==> config.mk <==
export PLATFORM = sky130hd
export DESIGN_NAME = adcseq_top
export DESIGN_NICKNAME = d
export VERILOG_FILES = /design/src/rtl/adcseq_pkg.sv /design/src/rtl/adcseq_edge.sv /design/src/rtl/adcseq_sar.sv /design/src/rtl/adcseq_ctrl.sv /design/src/rtl/adcseq_top.sv
export SDC_FILE = /design/constraint.sdc
export NUM_CORES = 1
export LEC_CHECK = 0
export BUFFER_PORTS_ARGS = -buffer_cell sky130_fd_sc_hd__buf_2
export CAP_MARGIN = 20
export CORE_MARGIN = 2
export CORE_UTILIZATION = 57
export CTS_BUF_LIST = sky130_fd_sc_hd__clkbuf_2
export CTS_CLUSTER_SIZE = 8
export DETAILED_ROUTE_END_ITERATION = 6
export PLACE_DENSITY = 0.82
export SLEW_MARGIN = 20
export SYNTH_ARGS = -nofsm -noshare
export SYNTH_HDL_FRONTEND = slang
export SYNTH_SLANG_ARGS = --single-unit
==> constraint.sdc <==
create_clock -name clk -period 2.73 [get_ports clk]
set_clock_uncertainty 0.15 [all_clocks]
set_input_delay 0.546 -clock clk [delete_from_list [all_inputs] [get_ports clk]]
set_output_delay 0.546 -clock clk [all_outputs]
set_load 0.005 [all_outputs]
==> src/rtl/adcseq_pkg.sv <==
package adcseq_pkg;

  typedef enum logic [2:0] {
    ST_IDLE    = 3'd0,
    ST_SAMPLE  = 3'd1,
    ST_CONVERT = 3'd2,
    ST_DONE    = 3'd3,
    ST_READ    = 3'd4,
    ST_APD     = 3'd5,
    ST_SPD     = 3'd6,
    ST_RESUME  = 3'd7
  } seq_state_e;

  function automatic int imax(input int a, input int b);
    return (a > b) ? a : b;
  endfunction

endpackage

==> src/rtl/adcseq_edge.sv <==
module adcseq_edge #(
  parameter int          N       = 4,
  parameter logic [31:0] RISE_MASK = 32'hFFFF_FFFF
) (
  input  logic         clk,
  input  logic         rst_n,
  input  logic [N-1:0] lvl,
  output logic [N-1:0] edge_o
);

  logic [N-1:0] lvl_q;

  always_ff @(posedge clk or negedge rst_n) begin
    if (!rst_n) lvl_q <= '1;
    else        lvl_q <= lvl;
  end

  for (genvar b = 0; b < N; b++) begin : g_edge
    if (RISE_MASK[b]) begin : g_rise
      assign edge_o[b] = lvl[b] & ~lvl_q[b];
    end else begin : g_fall
      assign edge_o[b] = ~lvl[b] & lvl_q[b];
    end
  end

endmodule

==> src/rtl/adcseq_sar.sv <==
module adcseq_sar #(
  parameter int DATA_W = 8,
  parameter int IDX_W  = 3
) (
  input  logic              clk,
  input  logic              rst_n,
  input  logic              test_en,
  input  logic [IDX_W-1:0]  test_idx,
  input  logic              sar_clr,
  input  logic              latch,
  input  logic              cmp,
  input  logic              pd_seen,
  output logic [DATA_W-1:0] dac_code,
  output logic [DATA_W-1:0] result,
  output logic              result_invalid
);

  logic [DATA_W-1:0] sar_q, sar_n;
  logic [DATA_W-1:0] trial;
  logic [DATA_W-1:0] res_n;
  logic              inv_n;

  // trial code: held bits plus the bit under test
  for (genvar b = 0; b < DATA_W; b++) begin : g_trial
    assign trial[b] = sar_q[b] | (test_en && (test_idx == IDX_W'(DATA_W - 1 - b)));
  end

  assign dac_code = trial;

  always_comb begin
    sar_n = sar_q;
    if (sar_clr)             sar_n = '0;
    else if (test_en && cmp) sar_n = trial;
  end

  always_comb begin
    res_n = result;
    inv_n = result_invalid;
    if (latch) begin
      res_n = sar_q;
      inv_n = pd_seen;
    end
  end

  always_ff @(posedge clk or negedge rst_n) begin
    if (!rst_n) begin
      sar_q          <= '0;
      result         <= '0;
      result_invalid <= 1'b0;
    end else begin
      sar_q          <= sar_n;
      result         <= res_n;
      result_invalid <= inv_n;
    end
  end

  // each trial differs from the held code by exactly the bit under test
  a_r4_one_trial_bit: assert property (@(posedge clk) disable iff (!rst_n)
    test_en |-> ($countones(trial ^ sar_q) == 1));

  // the result only moves at the latch strobe
  a_r4_result_holds: assert property (@(posedge clk) disable iff (!rst_n)
    !latch |=> $stable(result));

endmodule

==> src/rtl/adcseq_ctrl.sv <==
module adcseq_ctrl
  import adcseq_pkg::*;
#(
  parameter int DATA_W      = 8,
  parameter int IDX_W       = 3,
  parameter int SAMPLE_CLKS = 6,
  parameter int CONV_CLKS   = 10,
  parameter int SPD_MIN     = 2
) (
  input  logic             clk,
  input  logic             rst_n,
  input  logic             cs_n,
  input  logic             rd_n,
  input  logic             sw_mode,
  input  logic             eoc_mode,
  input  logic             int_clk_sel,
  input  logic             sw_trig,
  input  logic             st_fall,
  input  logic             st_rise,
  output logic             test_en,
  output logic [IDX_W-1:0] test_idx,
  output logic             sar_clr,
  output logic             latch,
  output logic             pd_seen,
  output logic             irq_n,
  output logic             sampling,
  output logic             auto_pd,
  output logic             soft_pd,
  output logic             clk_en
);

  localparam int CNT_MAX = imax(imax(SAMPLE_CLKS, CONV_CLKS), SPD_MIN);
  localparam int CNT_W   = $clog2(CNT_MAX + 1);
  localparam logic [CNT_W-1:0] SAMP_LAST = CNT_W'(SAMPLE_CLKS - 1);
  localparam logic [CNT_W-1:0] CONV_LAST = CNT_W'(CONV_CLKS - 1);
  localparam logic [CNT_W-1:0] SPD_LAST  = CNT_W'(SPD_MIN - 1);
  localparam logic [CNT_W-1:0] LATCH_AT  = CNT_W'(DATA_W);

  seq_state_e       state, state_n;
  logic [CNT_W-1:0] cnt, cnt_n;
  logic             samp_sw, samp_sw_n;
  logic             pd_seen_n;
  logic             trig;

  always_comb begin
    state_n   = state;
    cnt_n     = cnt;
    samp_sw_n = samp_sw;
    trig      = sw_mode ? sw_trig : st_fall;
    unique case (state)
      ST_IDLE, ST_READ, ST_APD: begin
        if (cs_n) begin
          state_n = ST_SPD;
          cnt_n   = '0;
        end else if (trig) begin
          state_n   = ST_SAMPLE;
          cnt_n     = '0;
          samp_sw_n = sw_mode;
        end
      end
      ST_SAMPLE: begin
        if (samp_sw) begin
          if (cnt == SAMP_LAST) begin
            state_n = ST_CONVERT;
            cnt_n   = '0;
          end else begin
            cnt_n = cnt + CNT_W'(1);
          end
        end else if (st_rise) begin
          state_n = ST_CONVERT;
          cnt_n   = '0;
        end
      end
      ST_CONVERT: begin
        if (cnt == CONV_LAST) begin
          state_n = ST_DONE;
          cnt_n   = '0;
        end else begin
          cnt_n = cnt + CNT_W'(1);
        end
      end
      ST_DONE: begin
        if (cs_n)       state_n = ST_SPD;
        else if (!rd_n) state_n = ST_READ;
        else            state_n = ST_APD;
        cnt_n = '0;
      end
      ST_SPD: begin
        if (cnt >= SPD_LAST && !cs_n) begin
          state_n = ST_RESUME;
          cnt_n   = '0;
        end else if (cnt < SPD_LAST) begin
          cnt_n = cnt + CNT_W'(1);
        end
      end
      ST_RESUME: begin
        if (cnt == SPD_LAST) begin
          state_n = ST_IDLE;
          cnt_n   = '0;
        end else begin
          cnt_n = cnt + CNT_W'(1);
        end
      end
      default: begin
        state_n = ST_IDLE;
        cnt_n   = '0;
      end
    endcase
  end

  // datapath strobes
  assign test_en  = (state == ST_CONVERT) && (cnt < LATCH_AT);
  assign test_idx = cnt[IDX_W-1:0];
  assign latch    = (state == ST_CONVERT) && (cnt == LATCH_AT);
  assign sar_clr  = (state != ST_CONVERT) && (state_n == ST_CONVERT);

  always_comb begin
    pd_seen_n = pd_seen;
    if (state == ST_SPD) pd_seen_n = 1'b1;
    else if (latch)      pd_seen_n = 1'b0;
  end

  always_ff @(posedge clk or negedge rst_n) begin
    if (!rst_n) begin
      state   <= ST_IDLE;
      cnt     <= '0;
      samp_sw <= 1'b1;
      pd_seen <= 1'b1;
    end else begin
      state   <= state_n;
      cnt     <= cnt_n;
      samp_sw <= samp_sw_n;
      pd_seen <= pd_seen_n;
    end
  end

  // status decode
  assign sampling = (state == ST_SAMPLE);
  assign auto_pd  = (state == ST_APD);
  assign soft_pd  = (state == ST_SPD) || (state == ST_RESUME);
  assign irq_n    = eoc_mode ? (state != ST_CONVERT) : (state != ST_DONE);
  assign clk_en   = !int_clk_sel ||
                    (state == ST_SAMPLE) || (state == ST_CONVERT) || (state == ST_DONE);

  // once started, a conversion runs its full length
  a_r11_convert_runs: assert property (@(posedge clk) disable iff (!rst_n)
    (state == ST_CONVERT && cnt != CONV_LAST) |=> (state == ST_CONVERT));

  // no read in the clock after conversion leads to light power-down
  a_r7_apd_entry: assert property (@(posedge clk) disable iff (!rst_n)
    (state == ST_DONE && rd_n && !cs_n) |=> (state == ST_APD));

  // software power-down lasts at least two clocks
  a_r8_spd_dwell: assert property (@(posedge clk) disable iff (!rst_n)
    (state == ST_SPD && $past(state) != ST_SPD) |=> (state == ST_SPD));

endmodule

==> src/rtl/adcseq_top.sv <==
module adcseq_top #(
  parameter int DATA_W      = 8,
  parameter int SAMPLE_CLKS = 6,
  parameter int SPD_MIN     = 2
) (
  input  logic              clk,
  input  logic              rst_n,
  input  logic              cs_n,
  input  logic              wr_n,
  input  logic              rd_n,
  input  logic              start_n,
  input  logic              sw_mode,
  input  logic              eoc_mode,
  input  logic              int_clk_sel,
  input  logic              cmp,
  output logic [DATA_W-1:0] dac_code,
  output logic [DATA_W-1:0] result,
  output logic              result_invalid,
  output logic              irq_n,
  output logic              sampling,
  output logic              auto_pd,
  output logic              soft_pd,
  output logic              clk_en
);

  localparam int CONV_CLKS = DATA_W + 2;
  localparam int IDX_W     = $clog2(DATA_W);
  localparam int N_EDGE    = 4;

  logic rst_m, rst_s;
  always_ff @(posedge clk or negedge rst_n) begin
    if (!rst_n) begin
      rst_m <= 1'b0;
      rst_s <= 1'b0;
    end else begin
      rst_m <= 1'b1;
      rst_s <= rst_m;
    end
  end

  // channel 0: wr rise, 1: rd rise, 2: start fall, 3: start rise
  logic [N_EDGE-1:0] edges;
  adcseq_edge #(.N(N_EDGE), .RISE_MASK(32'h0000_000B)) u_edge (
    .clk   (clk),
    .rst_n (rst_s),
    .lvl   ({start_n, start_n, rd_n, wr_n}),
    .edge_o(edges)
  );

  logic sw_trig, st_fall, st_rise;
  assign sw_trig = !cs_n && (edges[0] || edges[1]);
  assign st_fall = !cs_n && edges[2];
  assign st_rise = edges[3];

  logic             test_en, sar_clr, latch, pd_seen;
  logic [IDX_W-1:0] test_idx;

  adcseq_ctrl #(
    .DATA_W(DATA_W), .IDX_W(IDX_W), .SAMPLE_CLKS(SAMPLE_CLKS),
    .CONV_CLKS(CONV_CLKS), .SPD_MIN(SPD_MIN)
  ) u_ctrl (
    .clk        (clk),
    .rst_n      (rst_s),
    .cs_n       (cs_n),
    .rd_n       (rd_n),
    .sw_mode    (sw_mode),
    .eoc_mode   (eoc_mode),
    .int_clk_sel(int_clk_sel),
    .sw_trig    (sw_trig),
    .st_fall    (st_fall),
    .st_rise    (st_rise),
    .test_en    (test_en),
    .test_idx   (test_idx),
    .sar_clr    (sar_clr),
    .latch      (latch),
    .pd_seen    (pd_seen),
    .irq_n      (irq_n),
    .sampling   (sampling),
    .auto_pd    (auto_pd),
    .soft_pd    (soft_pd),
    .clk_en     (clk_en)
  );

  adcseq_sar #(.DATA_W(DATA_W), .IDX_W(IDX_W)) u_sar (
    .clk           (clk),
    .rst_n         (rst_s),
    .test_en       (test_en),
    .test_idx      (test_idx),
    .sar_clr       (sar_clr),
    .latch         (latch),
    .cmp           (cmp),
    .pd_seen       (pd_seen),
    .dac_code      (dac_code),
    .result        (result),
    .result_invalid(result_invalid)
  );

  // the interrupt pulse is a single clock wide
  a_r5_int_one_clock: assert property (@(posedge clk) disable iff (!rst_s)
    (!irq_n && !eoc_mode && $stable(eoc_mode)) |=> irq_n);

endmodule

==> flow_metrics.tcl, run 1 <==
set metrics [dict create \
    clockRootBuffer "clkbuf_2" \
    setup-tns-final_ns 0 \
    core_area_sq_um 2760 \
    dp_hpwl_um 2500 \
    required_ns 2.03 \
    syn-instance-count 158 \
    antenna_found_initial 0 \
    cp_data_arrival_time_ns 1.91 \
    synth_fp_nets 174 \
    routabilityCongestion 0.988 \
    synthMuxAreaShare_pct 7.44 \
    power.density_nw_per_um2 872 \
    cts_max_level 2 \
    post_cts_buffers 0 \
    num_vias 1258 \
    startpoint "u_ctrl.state[2]" \
    clk_pin_slew_ns 0.15 \
    synth-compound-area-share_pct 16.4 \
    cp_cell_sequence "inv_1 -> and3_1 -> nor3b_4 -> a21o_1 -> buf_2" \
    dieArea_sq_um 3340 \
    cts_tree "yes" \
    slowest_stage "dfrtp_1" \
    report.final.slew_viol_count 0 \
    grt_usage_pct 23.1 \
    fin_ws_ns 0.128 \
    synth_ff_type "dfrtp_1" \
    cts.sinks 31 \
    ys_ff_latch 31 \
    grt_pass1_vias 1291 \
    rr_worst_depth 7 \
    fmax_mhz 384 \
    r2r-end "u_ctrl.cnt[3]" \
    wl_um 3430 \
    core.rowCount 19 \
    clock_latency_ns 0.35 \
    clk_path_buf_depth 2 \
    syn_area_sq_um 1650 \
    port_buffers 31 \
    nets 208 \
    synthXorXnorAreaFrac_pct 1.06 \
    max-slew-margin-rel_pct 61.9 \
    rsz0062_at_grt "false" \
    dr.pass1.iters 4 \
    status "complete, no violations" \
    cpPeakStageDelay_ns 0.50 \
    final_cell_mix "buf_2, dfrtp_1, nor2_1, mux2_2, inv_1" \
    ant_nets 0 \
    crit_path_start_kind "register" \
    setup.worst_path.end_class "output pin" \
    ir_worst_vdd_mv 0.574 \
    worst-setup-path-type "register to output pin" \
    grt_pass1_wl_um 5870 \
    r2r-start "u_ctrl.cnt[1]" \
    ff2ff_setup_slack_ns 0.44 \
    io_pins 32 \
    yosys_warnings 0 \
    period_share_pct 95.3 \
    drc_errors 0 \
    areaGrowthSynthToFinish_pct 13.2 \
    hold_class "register to async pin" \
    synthArstFlopShare_pct 100 \
    p_leak_nw 0.993 \
    worstMarginPinSlew_ns 0.571 \
    cts_buffers 5 \
    synth_area_leaders "dfrtp_1, dfstp_2, mux2_2" \
    initial_core_util_pct 59.8 \
    yosysTopAreaCell "dfrtp_1" \
    layout_commonest_cell "buf_2" \
    yosys.area.top_type_share_pct 39.5 \
    drtIter0Drc 45 \
    drive_gt1_share_pct 35.4 \
    synth_edf_count 0 \
    vias_per_cell 5.64 \
    whs_ns 0.121 \
    antenna_cells 0 \
    avgSynthCellArea_sq_um 10.4 \
    maxCapViolations 0 \
    synth_top_family_by_area "simple AND/OR/NAND/NOR gates" \
    ys_types 49 \
    grt_max_degree 27 \
    die_h_um 57.8 \
    fp.dieW_um 57.8 \
    hold_viol_final 0 \
    setup_viol 0 \
    synth_fa_ha_area_share_pct 4.55 \
    synth_simple_gate_area_share_pct 17.7 \
    routedWlPerCell_um 15.4 \
    grt_overflow 0 \
    crit_path_max_fanout 9 \
    period_needed_ns 2.60 \
    timing.critical_path.buf_inv 2 \
    cp_top_family "simple AND/OR/NAND/NOR gates" \
    synth-seq-area-share_pct 47.4 \
    pre_cts_ws_ns 0.312 \
]
-- sequential cells by signal, summed over array words and instances, names as in the netlist --
register,count
rst_m,1
u_sar.sar_q,8
u_ctrl.state,3
rst_s,1
u_ctrl.samp_sw,1
u_ctrl.cnt,4
u_sar.result_invalid,1
u_ctrl.pd_seen,1
u_sar.result,8
u_edge.lvl_q,3
-- synth_stat cells (2+ instances only) --
| master | count |
|---|---|
| dfstp_2 | 5 |
| and3_1 | 3 |
| mux2_2 | 10 |
| a21o_1 | 8 |
| nor3_1 | 2 |
| o21ai_0 | 7 |
| inv_1 | 9 |
| xor2_1 | 2 |
| nand3_1 | 3 |
| or2b_2 | 2 |
| nand2_1 | 6 |
| ha_1 | 6 |
| nor2b_1 | 5 |
| a21oi_1 | 6 |
| dfrtp_1 | 26 |
| a21boi_0 | 3 |
| a31oi_1 | 4 |
| buf_4 | 3 |
| and2_2 | 2 |
| buf_2 | 2 |
| nor2_1 | 16 |
-- worst register-to-register path, cell delays in order, from the launching register on --
cell and delay, ns:
dfrtp_1 0.45, inv_1 0.09, ha_1 0.26, or2b_2 0.34, o211a_1 0.25, a211oi_1 0.30, a2bb2oi_1 0.25, o31ai_2 0.09
-- per-layer routing --
| metal | routed length, um | global-route usage (%) |
|---|---|---|
| met1 | 1470 | 29.2 |
| met2 | 1740 | 36.9 |
| met3 | 159 | 5.13 |
| met4 | 57 | 12.6 |
| met5 | 0 | 0 |
-- worst max path at each step --
stage	endpoint	slack, ns	depth (start not counted)
detailed placement	dac_code[3]	0.31	5
global placement	dac_code[3]	0.38	5
CTS	dac_code[3]	0.08	5
global route	dac_code[3]	0.01	5
floorplan	dac_code[1]	0.61	5
finish	dac_code[3]	0.13	5
-- area by class of cell --
type,count,area [sq um]
Clock buffer,5,25.0
Clock inverter,2,8.76
Fill cell,217,891
Inverter,10,38.8
Multi-Input combinational cell,110,792
Sequential cell,31,783
Tap cell,31,38.8
Timing Repair Buffer,34,180
-- what timing repair did --
| action | CTS | global route |
|---|---|---|
| gates resized for setup | 1 | 1 |
| endpoints found under the hold margin | 2 | 0 |
| hold buffers | 1 | 0 |
| setup endpoints to repair | 3 | 3 |
-- power by group --
| group | switching, mW | internal, mW | total (mW) |
|---|---|---|---|
| registers | 0.149 | 0.579 | 0.728 |
| clock network | 0.150 | 0.0541 | 0.204 |
| logic | 0.349 | 0.346 | 0.696 |
| total | 0.648 | 0.980 | 1.63 |
-- metrics by stage --
step                power, mW  area (sq um)  utilization (%)  cells
global route             1.74          1870             67.7    223
finish                   1.63          1870             67.7    223
global placement         1.37          1810             65.7    215
CTS                      1.62          1860             67.4    223
detailed placement       1.41          1810             65.7    215
floorplan                1.20          1650                -    158
-- kinds of logic after synthesis --
family	Yosys count
simple gates	51
compound gates	39
flops	31
buf+inv	17
mux	11
fa+ha+maj	6
xor+xnor	2
other cells	1
(Power assumes the default switching activity.)
==> run 2: changes to the inputs <==
--- a/config.mk
+++ b/config.mk
@@ -5,6 +5,7 @@
 export SDC_FILE = /design/constraint.sdc
 export NUM_CORES = 1
 export LEC_CHECK = 0
+export ABC_CLOCK_PERIOD_IN_PS = 2730
 export BUFFER_PORTS_ARGS = -buffer_cell sky130_fd_sc_hd__buf_2
 export CAP_MARGIN = 20
 export CORE_MARGIN = 2
@@ -13,6 +14,7 @@
 export CTS_CLUSTER_SIZE = 8
 export DETAILED_ROUTE_END_ITERATION = 6
 export PLACE_DENSITY = 0.82
+export RECOVER_POWER = 100
 export SLEW_MARGIN = 20
 export SYNTH_ARGS = -nofsm -noshare
 export SYNTH_HDL_FRONTEND = slang
==> run 2 against run 1 <==
  * Maximum frequency fell by 0.80%
  * Cell area decreased by 1.5%
  * Cell count unchanged
  * Die area is the same
  * Clock power hardly changed
  * Sequential share of layout area increased by 0.59 points
  * Total power decreased by 1.4%
  * Largest power group unchanged
  * First-iteration DRC count down 18%
  * Utilization shrank 1.0 points
  * Critical path depth did not move
  * Sequential power is essentially flat
  * Global-route usage did not move
  * Critical path type unchanged
==> flow_metrics.tcl, run 2 (synthesis results as in run 1) <==
set metrics [dict create \
    status "complete, no violations" \
    period_needed_ns 2.62 \
    core.rowCount 19 \
    grt_pass1_wl_um 5870 \
    drtIter0Drc 37 \
    clk_pin_slew_ns 0.14 \
    p_leak_nw 0.940 \
    clk_path_buf_depth 2 \
    maxCapViolations 0 \
    place_area_sq_um 1810 \
    grt_overflow 0 \
    required_ns 2.03 \
    worstMarginPinSlew_ns 1.04 \
    dr.pass1.iters 4 \
    combinationalPowerShare_pct 41.9 \
    vias_per_cell 5.65 \
    cts.sinks 31 \
    drive_gt1_share_pct 27.1 \
    pwr-share-clk_pct 12.7 \
    slowest_stage "dfrtp_1" \
    cts_buffers 5 \
    cpPeakStageDelay_ns 0.59 \
    final_cell_area_sq_um 1840 \
    io_pins 32 \
    cp_data_arrival_time_ns 1.93 \
    utilization_pct 66.7 \
    clock_latency_ns 0.36 \
    dieArea_sq_um 3340 \
    power.switching_mw 0.646 \
    grt_max_degree 27 \
    top_regs "u_sar.result (8), u_sar.sar_q (8), u_ctrl.cnt (4)" \
    pre_cts_ws_ns 0.312 \
    port_buffers 31 \
    num_vias 1259 \
    setup-tns-final_ns 0 \
    fin_cells 223 \
    max-slew-margin-rel_pct 30.4 \
    die_h_um 57.8 \
    cts_tree "yes" \
    crit_path_start_kind "register" \
    grt_busiest_layer "met2" \
    drc_errors 0 \
    clockRootBuffer "clkbuf_2" \
    routedWlPerCell_um 15.3 \
    hold_viol_final 0 \
    rsz0062_at_grt "false" \
    cts_max_level 2 \
    grt_pass1_vias 1291 \
    fin_ws_ns 0.108 \
    final_cell_mix "dfrtp_1, buf_2, nor2_1, clkbuf_1, mux2_2" \
    hold_class "input pin to register" \
    placed_cells 215 \
    layout_commonest_cell "dfrtp_1" \
    internal-power_mw 0.959 \
    report.final.slew_viol_count 0 \
    routabilityCongestion 0.988 \
    areaGrowthSynthToFinish_pct 11.5 \
    initial_core_util_pct 59.8 \
    crit_path_max_fanout 13 \
    fmax_mhz 381 \
    setup_viol 0 \
    post_cts_buffers 0 \
    period_share_pct 96.1 \
    whs_ns 0.126 \
    antenna_cells 0 \
    globalRouteMet1Util_pct 29.2 \
    power.density_nw_per_um2 873 \
    wl_um 3420 \
    finalPower_mw 1.61 \
    power_frac_seq_pct 45.4 \
    fp.dieW_um 57.8 \
    grtUsageMet2_pct 36.9 \
    nets 208 \
    grt_usage_pct 23.1 \
    cp_cell_sequence "or2b_2 -> nor3_1 -> clkbuf_2 -> a21o_1 -> buf_2" \
    ant_nets 0 \
    worst-setup-path-type "register to output pin" \
    dp_hpwl_um 2500 \
    antenna_found_initial 0 \
    ir_worst_vdd_mv 0.579 \
    switching_share_pct 40.3 \
    fill_cells 230 \
    grt_use_met3_pct 5.13 \
    core_area_sq_um 2760 \
    setup.worst_path.end_class "output pin" \
]
## run 2: cell types whose count changed in the layout (fill, tap and decap cells not counted), sizes merged
cell / change
buf: -14
clkbuf: +14
## run 2: power by group through the flow
stage	combinational [mW]	clock [mW]	sequential, mW
2_1_floorplan	0.536	0	0.663
3_3_place_gp	0.655	0	0.715
3_5_place_dp	0.678	0	0.733
4_1_cts	0.687	0.212	0.723
5_1_grt	0.751	0.224	0.748
6_report	0.673	0.204	0.728
## run 2: path summary, 6_finish.rpt
| path | startpoint | end | slack [ns] | cells after the start |
|---|---|---|---|---|
| hold reg to reg | rst_m | rst_s | 0.23 | 0 |
| setup / recovery | u_ctrl.state[1] | dac_code[4] | 0.11 | 5 |
| setup reg to reg | u_ctrl.cnt[0] | u_ctrl.cnt[3] | 0.45 | 7 |
| max in group asynchronous | rst_s | u_ctrl.samp_sw | 1.39 | 1 |
| min in group asynchronous | rst_s | u_sar.result[3] | 0.29 | 0 |
| hold / removal | rd_n | u_edge.lvl_q[1] | 0.13 | 1 |
## run 2: cell type report
cell class              count  area, sq um  area share (%)
well taps                  31         38.8            2.11
clock buffers               5         25.0            1.36
clock inverters             2         8.76           0.477
inverters                  10         38.8            2.11
multi-input cells         110          786            42.8
repair buffers             34          159            8.65
flip-flops and latches     31          782            42.5
## run 2: repair_timing
action,CTS,global route
resized for setup,1,1
setup endpoints to repair,3,3
endpoints found under the hold margin,2,0
pin swaps,0,0
hold buffers,1,0
## run 2: worst max-delay path: cells and delay by family, from the launching register on
kind / cells / cell delay (ns)
buf+inv: 2 / 0.32
flops: 1 / 0.59
simple gates: 2 / 0.51
compound gates: 1 / 0.14
## run 2: metal layers
layer | routed length [um] | part of all wire [%] | vias up
met2 | 1690 | 49 | 36
met5 | 0 | 0 | -
met1 | 1500 | 44 | 602
met3 | 162 | 4.7 | 9
li1 | - | - | 612
met4 | 71 | 2.1 | 0
==> run 3: changes to the inputs <==
--- a/config.mk
+++ b/config.mk
@@ -15,6 +15,7 @@
 export DETAILED_ROUTE_END_ITERATION = 6
 export PLACE_DENSITY = 0.82
 export RECOVER_POWER = 100
+export REMOVE_ABC_BUFFERS = 1
 export SLEW_MARGIN = 20
 export SYNTH_ARGS = -nofsm -noshare
 export SYNTH_HDL_FRONTEND = slang
==> run 3 against run 2 <==
  * Total power is 6.1% higher
  * Maximum frequency up 1.3%
  * Worst setup slack gained 0.034 ns
  * Flip-flop and latch count unchanged
  * Non-clock buffer count stayed put
  * Wire length is 0.32% lower
  * Sequential power about the same
  * Register-to-register slack got worse by 0.03 ns
  * Critical path type unchanged
  * Highest routed layer unchanged
==> flow_metrics.tcl, run 3 (synthesis results as in run 1) <==
set metrics [dict create \
    routabilityCongestion 1.02 \
    cts_max_level 2 \
    final_cell_area_sq_um 1870 \
    clk_path_buf_depth 2 \
    report.final.slew_viol_count 0 \
    antenna_found_initial 0 \
    initial_core_util_pct 59.8 \
    fp.dieW_um 57.8 \
    routedWlPerCell_um 15.2 \
    cts_tree "yes" \
    max-slew-margin-rel_pct 29.6 \
    areaGrowthSynthToFinish_pct 13.4 \
    hold_viol_final 0 \
    setup.worst_path.end_class "output pin" \
    maxCapViolations 0 \
    ant_nets 0 \
    vias_per_cell 5.77 \
    crit_path_start_kind "register" \
    drtIter0Drc 42 \
    io_pins 32 \
    drc_errors 0 \
    worstMarginPinSlew_ns 1.06 \
    place_area_sq_um 1810 \
    crit_path_max_fanout 13 \
    core_area_sq_um 2760 \
    grt_max_degree 27 \
    required_ns 2.03 \
    clk_pin_slew_ns 0.15 \
    period_share_pct 94.8 \
    fill_cells 229 \
    top_regs "u_sar.result (8), u_sar.sar_q (8), u_ctrl.cnt (4)" \
    wl_um 3410 \
    clock_latency_ns 0.38 \
    setup_viol 0 \
    ir_worst_vdd_mv 0.645 \
    core.rowCount 19 \
    status "complete, no violations" \
    dr.pass1.iters 4 \
    num_vias 1293 \
    cts_buffers 5 \
    antenna_cells 0 \
    grt_usage_pct 22.9 \
    slowest_stage "dfrtp_1" \
    final_cell_mix "dfrtp_1, buf_2, nor2_1, clkbuf_1, mux2_2" \
    die_h_um 57.8 \
    placed_cells 215 \
    setup-tns-final_ns 0 \
    rsz0062_at_grt "false" \
    grt_pass1_vias 1304 \
    worst-setup-path-type "register to output pin" \
    clockRootBuffer "clkbuf_2" \
    post_cts_buffers 0 \
    dp_hpwl_um 2480 \
    port_buffers 31 \
    drive_gt1_share_pct 28.0 \
    timing.critical_path.buf_inv 2 \
    nets 208 \
    cpPeakStageDelay_ns 0.54 \
    power.density_nw_per_um2 910 \
    cp_data_arrival_time_ns 1.89 \
    hold_class "input pin to register" \
    grt_pass1_wl_um 5780 \
    fmax_mhz 386 \
    cts.sinks 31 \
    p_leak_nw 0.959 \
    cp_top_family "flip-flops" \
    grt_overflow 0 \
    layout_commonest_cell "dfrtp_1" \
    dieArea_sq_um 3340 \
    period_needed_ns 2.59 \
    cp_cell_sequence "inv_1 -> and3_1 -> nor3b_4 -> a21o_1 -> clkbuf_1" \
    fin_cells 224 \
]
[run 3: final timing paths]
check,start,end,slack [ns],cells after the start
max,u_ctrl.state[0],dac_code[1],0.14,5
min,wr_n,u_edge.lvl_q[0],0.11,1
max reg2reg,u_ctrl.cnt[1],u_ctrl.cnt[1],0.42,7
min reg2reg,rst_m,rst_s,0.22,0
max in group asynchronous,rst_s,u_edge.lvl_q[2],1.40,1
min in group asynchronous,rst_s,u_ctrl.cnt[3],0.26,0
[run 3: layout make-up]
type                       count  area (sq um)  share of cell area [%]
clock buffer                   5          25.0                    1.34
clock inverter                 3          38.8                    2.07
inverter                      10          38.8                    2.07
multi-input combinational    110           786                    42.0
sequential                    31           783                    41.9
tap                           31          38.8                    2.07
timing repair buffer          34           160                    8.56
[run 3: routing by layer]
layer	part of all wire, %	vias up	global-route usage [%]
li1	-	621	-
met1	42	620	28.0
met2	51	46	37.2
met3	5.9	6	6.92
met4	1.4	0	10.6
met5	0	-	0
[run 3: metrics by stage]
step | setup slack (ns) | power [mW] | hold WS (ns) | utilization [%]
2_1_floorplan | 0.626 | 1.16 | 0.100 | -
3_5_place_dp | 0.289 | 1.41 | 0.182 | 65.7
4_1_cts | 0.0602 | 1.73 | 0.0900 | 68.5
6_report | 0.142 | 1.70 | 0.108 | 67.8
5_1_grt | 0.0122 | 1.84 | 0.0649 | 67.8
3_3_place_gp | 0.372 | 1.37 | 0.180 | 65.7
[run 3: power breakdown]
part | leakage, nW | internal (mW) | switching (mW)
Sequential | 0.386 | 0.580 | 0.147
Combinational | 0.532 | 0.320 | 0.346
Clock | 0.0404 | 0.151 | 0.159
[run 3: repair_timing]
action                                  CTS  global route
pin swaps                                 0             0
hold endpoints to repair                  2             0
gates resized for setup                   1             3
hold buffers                              1             0
endpoints found under the setup margin    3             4
